**src/rtl/ssplit_pkg.sv**
```systemverilog
package ssplit_pkg;
  parameter int SECTOR_BYTES = 32;
  parameter int NUM_SECTORS  = 4;
  parameter int LINE_BYTES   = SECTOR_BYTES * NUM_SECTORS;
  parameter int DEF_ADDR_W   = 32;
  parameter int DEF_SIZE_W   = 8;
  parameter int DEF_TAG_W    = 12;

  typedef enum logic [1:0] {
    MODE_PASS = 2'd0,
    MODE_FULL = 2'd1,
    MODE_HALF = 2'd2,
    MODE_EACH = 2'd3
  } split_mode_e;
endpackage

```
**src/rtl/ssplit_classify.sv**
```systemverilog
module ssplit_classify
  import ssplit_pkg::*;
#(
  parameter int NSEC      = NUM_SECTORS,
  parameter int SEC_BYTES = SECTOR_BYTES,
  parameter int SIZE_W    = DEF_SIZE_W,
  localparam int LINE     = NSEC * SEC_BYTES,
  localparam int LINE_LOG = $clog2(LINE)
) (
  input  logic [SIZE_W-1:0]   size,
  input  logic [NSEC-1:0]     smask,
  input  logic [LINE_LOG-1:0] line_off,
  output split_mode_e         mode,
  output logic [NSEC-1:0]     sel
);
  localparam logic [SIZE_W-1:0] SZ_SEC  = SIZE_W'(SEC_BYTES);
  localparam logic [SIZE_W-1:0] SZ_LINE = SIZE_W'(LINE);
  localparam logic [SIZE_W-1:0] SZ_HALF = SIZE_W'(LINE / 2);
  localparam logic [NSEC-1:0]   LO_HALF = NSEC'((1 << (NSEC / 2)) - 1);

  always_comb begin
    if (size == SZ_SEC && $countones(smask) == 1) begin
      mode = MODE_PASS;
      sel  = smask;
    end else if (size == SZ_LINE) begin
      mode = MODE_FULL;
      sel  = '1;
    end else if (size == SZ_HALF && (smask == '1 || smask == '0)) begin
      mode = MODE_HALF;
      sel  = (line_off == '0) ? LO_HALF : ~LO_HALF;
    end else begin
      mode = MODE_EACH;
      sel  = smask;
    end
  end
endmodule

```
**src/rtl/ssplit_lanes.sv**
```systemverilog
module ssplit_lanes
  import ssplit_pkg::*;
#(
  parameter int NSEC      = NUM_SECTORS,
  parameter int SEC_BYTES = SECTOR_BYTES,
  localparam int BM_W     = NSEC * SEC_BYTES,
  localparam int IDX_W    = (NSEC > 1) ? $clog2(NSEC) : 1
) (
  input  logic [IDX_W-1:0] idx,
  input  logic [BM_W-1:0]  parent,
  output logic [BM_W-1:0]  clipped
);
  logic [BM_W-1:0] window [NSEC];

  for (genvar s = 0; s < NSEC; s++) begin : g_win
    assign window[s] = BM_W'({SEC_BYTES{1'b1}}) << (s * SEC_BYTES);
  end

  assign clipped = parent & window[idx];
endmodule

```
**src/rtl/ssplit_seq.sv**
```systemverilog
module ssplit_seq
  import ssplit_pkg::*;
#(
  parameter int NSEC   = NUM_SECTORS,
  localparam int IDX_W = (NSEC > 1) ? $clog2(NSEC) : 1
) (
  input  logic             clk,
  input  logic             rst_n,
  input  logic             load,
  input  logic [NSEC-1:0]  sel,
  input  logic             advance,
  output logic             busy,
  output logic [IDX_W-1:0] cur_idx,
  output logic             last
);
  logic [NSEC-1:0] rem_q;
  logic [NSEC-1:0] cur_bit;

  always_comb begin
    cur_idx = '0;
    for (int i = NSEC - 1; i >= 0; i--) begin
      if (rem_q[i]) cur_idx = IDX_W'(i);
    end
    cur_bit = NSEC'(1) << cur_idx;
  end

  assign busy = |rem_q;
  assign last = ((rem_q & ~cur_bit) == '0);

  always_ff @(posedge clk) begin
    if (!rst_n) begin
      rem_q <= '0;
    end else if (load) begin
      rem_q <= sel;
    end else if (advance) begin
      rem_q <= rem_q & ~cur_bit;
    end
  end
endmodule

```
**src/rtl/sector_splitter.sv**
```systemverilog
module sector_splitter
  import ssplit_pkg::*;
#(
  parameter int ADDR_W    = DEF_ADDR_W,
  parameter int SIZE_W    = DEF_SIZE_W,
  parameter int TAG_W     = DEF_TAG_W,
  parameter int NSEC      = NUM_SECTORS,
  parameter int SEC_BYTES = SECTOR_BYTES,
  localparam int BM_W     = NSEC * SEC_BYTES,
  localparam int IDX_W    = (NSEC > 1) ? $clog2(NSEC) : 1,
  localparam int SEC_LOG  = $clog2(SEC_BYTES),
  localparam int LINE_LOG = $clog2(BM_W)
) (
  input  logic              clk,
  input  logic              rst_n,
  input  logic              in_valid,
  output logic              in_ready,
  input  logic [ADDR_W-1:0] in_addr,
  input  logic [SIZE_W-1:0] in_size,
  input  logic [BM_W-1:0]   in_bmask,
  input  logic [NSEC-1:0]   in_smask,
  input  logic [TAG_W-1:0]  in_tag,
  output logic              out_valid,
  input  logic              out_ready,
  output logic [ADDR_W-1:0] out_addr,
  output logic [BM_W-1:0]   out_bmask,
  output logic [NSEC-1:0]   out_smask,
  output logic [TAG_W-1:0]  out_tag,
  output logic              out_last,
  output logic              err_empty
);
  split_mode_e       cls_mode;
  logic [NSEC-1:0]   cls_sel;
  split_mode_e       mode_q;
  logic [ADDR_W-1:0] addr_q;
  logic [BM_W-1:0]   bmask_q;
  logic [NSEC-1:0]   smask_q;
  logic [TAG_W-1:0]  tag_q;
  logic              err_q;
  logic              busy;
  logic [IDX_W-1:0]  cur_idx;
  logic              seq_last;
  logic [BM_W-1:0]   lane_bmask;
  logic              accept;
  logic              fire;

  ssplit_classify #(.NSEC(NSEC), .SEC_BYTES(SEC_BYTES), .SIZE_W(SIZE_W)) u_cls (
    .size     (in_size),
    .smask    (in_smask),
    .line_off (in_addr[LINE_LOG-1:0]),
    .mode     (cls_mode),
    .sel      (cls_sel)
  );

  assign in_ready = !busy;
  assign accept   = in_valid && in_ready;
  assign fire     = out_valid && out_ready;

  ssplit_seq #(.NSEC(NSEC)) u_seq (
    .clk     (clk),
    .rst_n   (rst_n),
    .load    (accept && (cls_sel != '0)),
    .sel     (cls_sel),
    .advance (fire),
    .busy    (busy),
    .cur_idx (cur_idx),
    .last    (seq_last)
  );

  ssplit_lanes #(.NSEC(NSEC), .SEC_BYTES(SEC_BYTES)) u_lanes (
    .idx     (cur_idx),
    .parent  (bmask_q),
    .clipped (lane_bmask)
  );

  always_ff @(posedge clk) begin
    if (!rst_n) begin
      mode_q  <= MODE_PASS;
      addr_q  <= '0;
      bmask_q <= '0;
      smask_q <= '0;
      tag_q   <= '0;
      err_q   <= 1'b0;
    end else begin
      err_q <= accept && (cls_sel == '0);
      if (accept) begin
        mode_q  <= cls_mode;
        addr_q  <= in_addr;
        bmask_q <= in_bmask;
        smask_q <= in_smask;
        tag_q   <= in_tag;
      end
    end
  end

  logic [ADDR_W-1:0] sec_offset;
  assign sec_offset = ADDR_W'({cur_idx, {SEC_LOG{1'b0}}});

  always_comb begin
    out_valid = busy;
    out_last  = seq_last;
    out_tag   = tag_q;
    err_empty = err_q;
    unique case (mode_q)
      MODE_PASS: begin
        out_addr  = addr_q;
        out_bmask = bmask_q;
        out_smask = smask_q;
      end
      MODE_HALF: begin
        out_addr  = addr_q;
        out_bmask = lane_bmask;
        out_smask = NSEC'(1) << cur_idx;
      end
      default: begin
        out_addr  = addr_q + sec_offset;
        out_bmask = lane_bmask;
        out_smask = NSEC'(1) << cur_idx;
      end
    endcase
  end
endmodule

```
**config.mk**
```make
export PLATFORM = sky130hd
export DESIGN_NAME = sector_splitter
export DESIGN_NICKNAME = d
export VERILOG_FILES = /design/src/rtl/ssplit_pkg.sv /design/src/rtl/ssplit_classify.sv /design/src/rtl/ssplit_lanes.sv /design/src/rtl/ssplit_seq.sv /design/src/rtl/sector_splitter.sv
export SDC_FILE = /design/constraint.sdc
export NUM_CORES = 1
export LEC_CHECK = 0
export ABC_CLOCK_PERIOD_IN_PS = 2900
export BUFFER_PORTS_ARGS = -buffer_cell sky130_fd_sc_hd__buf_2
export CORE_AREA = 2 2 142 144
export DETAILED_ROUTE_END_ITERATION = 7
export DIE_AREA = 0 0 144 146
export GPL_ROUTABILITY_DRIVEN = 0
export PLACE_DENSITY = 0.75
export SLEW_MARGIN = 40
export SYNTH_ARGS = -nofsm -noshare
export SYNTH_HDL_FRONTEND = slang
export SYNTH_SLANG_ARGS = --single-unit
```
**constraint.sdc**
```tcl
create_clock -name clk -period 2.9 [get_ports clk]
set_clock_uncertainty 0.1 [all_clocks]
set_input_delay 0.725 -clock clk [delete_from_list [all_inputs] [get_ports clk]]
set_output_delay 0.725 -clock clk [all_outputs]
set_load 0.1 [all_outputs]
```
==> results.md <==
* Worst setup margin at -0.457 ns
* Drt drc at 0
* Hold Slack at 0.350 ns
* Hold Violations, Final at 0
* Antenna-violating nets left at 0
* Post-Place Cells at 1680
* Share of synthesized area occupied by flip-flops and latches at 44.6%
* Most frequent cells in the layout: nand2_1 (362), buf_2 (249), a21oi_1 (181)
* Slew Viols, Final at 0
* I/O pin count at 368
* Worst skew pair latency at 0.42 ns
* Post-synthesis adder-cell area fraction at 1.58%
* TritonCTS Buffers at 17
* Worst setup EP type: primary output
* DP Area at 12200 µm²
* Standard-cell rows at 51
* Fraction of layout cells with a size suffix above 1 at 39.4%
* Die X at 144 µm
* First-pass GRT wire length at 42000 µm
* Clk buf depth at 2
* Clock Sinks at 183
* HP Class: reg -> reg
* Period utilization at 116%
* Max incr delay on CP at 0.34 ns
* Crit path top cell by count: buf_12
* Total power at 8.36 mW
* WL/cell at 15.7 µm
* Syn Nets at 1288
* Post-synth EDFFs at 0
* Async SR Flop Fraction at 0%
* Clk pin slew, worst setup/hold paths at 0.07 ns
* CP max-delay cell: dfxtp_2
* Post-Synth XOR/XNOR Area at 2.77%
* Layout overhead on the synthesized area at 61.8%
* Initial antenna violation count at 4
* Most common cell after layout, fill and taps aside: nand2_1
* Final core occ at 68.8%
* Synth Area in Simple Gates at 31.5%
* Failing checks: negative setup slack
* Initial drt markers at 354
* Top_reg_cell synth: dfxtp_1
* Buffers on Ports at 367
* Dpl ws at -0.0979 ns
* Crit Path Class: reg -> out
* Total Nets Final at 1656
* Worst vdd ir at 0.000412 V
* Leakage power at 5.80 nW
* Total track usage at 25.2%
* CP required at 2.08 ns
* Max cap viols at 0
* Synth top area share at 44.6%
* Fmax at 298 MHz
* Setup TNS at -7.07 ns
* Status: complete, but fails checks
* Avg Inst Size Synth at 7.54 µm²
* Overflow after GRT at 0
* Die outline area at 21000 µm²
* Clock Root Buffer: clkbuf_16
* CTS Hold Bufs at 0
* Largest cells by area after synthesis: dfxtp_1 (45%), nand2_1 (17%), a21oi_1 (11%), nor2b_1 (7.4%), and2_1 (2.9%)
* Top delay family on crit path: simple AND/OR/NAND/NOR gates
* Mux cell area share after synthesis at 0.274%
* Core Footprint at 19300 µm²
* Vias per cell at 4.96
* Worst Tran Pin Value at 0.545 ns
* Setup-failing EPs final at 24
* Rel. slew slack at 63.9%
* Die Y at 146 µm
* Final WL at 27300 µm
* DR vias at 8609
* Unique masters post-synth at 42
* Unrepaired setup endpoints after global routing: true
* Power per Cell Area at 629 nW/µm²
* Non-filler cells, final at 1737
* Critical path peak fanout at 6
* Tmin final at 3.36 ns
* Largest family of logic cells by synthesized area: simple AND/OR/NAND/NOR gates
* Yosys Warn Count at 0
* Worst path bufs/invs at 3
* H-tree Lvls at 4
* Post-Syn Instances at 1091
* CP arrival at 2.53 ns
* CP cell instances: or2_4 > nor2_4 > xor2_1 > ha_2 > nand3_2 > o31ai_4 > buf_12 > buf_8 > nand4_1 > xnor2_4 > buf_12
* Starting Density at 42.5%
* Mapped cell area at 8220 µm²
* Pin count of the biggest net entering global routing at 94
* Design Area, Final at 13300 µm²
* Startpoint type of the worst setup path: flop
* TritonCTS clock tree: yes
* First-pass iteration count of the detailed router at 4
* Vias in the first global route at 8409
* Compound-Gate Fraction of Synth Area at 13.6%
* Synth area leader: dfxtp_1
* Fill cells at 1514
* DPL Wire Length at 19000 µm
* Flops & latches, synth at 183
==> power breakdown <==
part	switching, mW	total, mW	leakage, nW	internal, mW
logic	2.24	3.19	4.00	0.950
registers	0.121	2.83	1.50	2.71
clock network	1.09	2.35	0.295	1.25
==> state kept, by name (all words and copies together), names as in the netlist <==
signal and cells:
mode_q 2, out_tag 12, u_seq.rem_q 4, err_empty 1, bmask_q 128, smask_q 4
addr_q 32
==> synth_stat cells, drive strengths merged, types with 2 or more instances <==
master,instances
mux2,2
a221oi,4
and2,38
nor4,5
o31ai,3
o21ai,6
clkbuf,51
xnor2,25
nor2,15
nor3,3
and3,3
and4,4
a21oi,185
or2,2
nand4,20
ha,8
nand3,8
nor2b,97
nand2,366
buf,33
inv,15
dfxtp,183
==> final cells by class <==
class                      instances  area, µm²  share of cell area (%)
tap                              265        332                    2.49
clock buffer                      18        439                    3.30
clock inverter                    13        158                    1.19
inverter                          15       65.1                   0.489
multi-input combinational        810       4870                    36.6
timing repair buffer             432       3760                    28.2
sequential                       183       3680                    27.6
antenna                            1       2.50                  0.0188
==> final timing paths <==
check	to	startpoint	slack [ns]	cells past startpoint
worst max register to register	bmask_q[15]	u_seq.rem_q[1]	0.62	7
worst min register to register	bmask_q[28]	bmask_q[28]	0.35	2
worst max-delay path	out_addr[17]	u_seq.rem_q[1]	-0.46	11
worst min-delay path	bmask_q[28]	bmask_q[28]	0.35	2
==> per-layer routing <==
metal / wire length (µm) / GRT usage (%)
met1: 10500 / 28.1
met4: 1000 / 10.8
met5: 24 / 0
met3: 2090 / 7.86
met2: 13600 / 43.8
==> worst reg2reg max path: cells and delay by family (launching register included) <==
family / cells / cell delay, ns
and+or+nand+nor: 3 / 1.03
buffers and inverters: 3 / 0.60
DFF: 1 / 0.34
AOI/OAI and AO/OA: 1 / 0.14
==> timing repair <==
action                     4_1_cts  5_1_grt
cloned                           4        2
pin swaps                       27       15
setup endpoints to repair      121      108
resized for setup               50       46
setup buffers                   16        4
==> cell families after synthesis <==
| group | count (synthesis) |
|---|---|
| compound gates | 207 |
| xor+xnor | 26 |
| fa+ha+maj | 10 |
| buf+inv | 99 |
| flops | 183 |
| mux | 2 |
| simple gates | 564 |
Note: power is estimated with default switching activity, not from simulation.
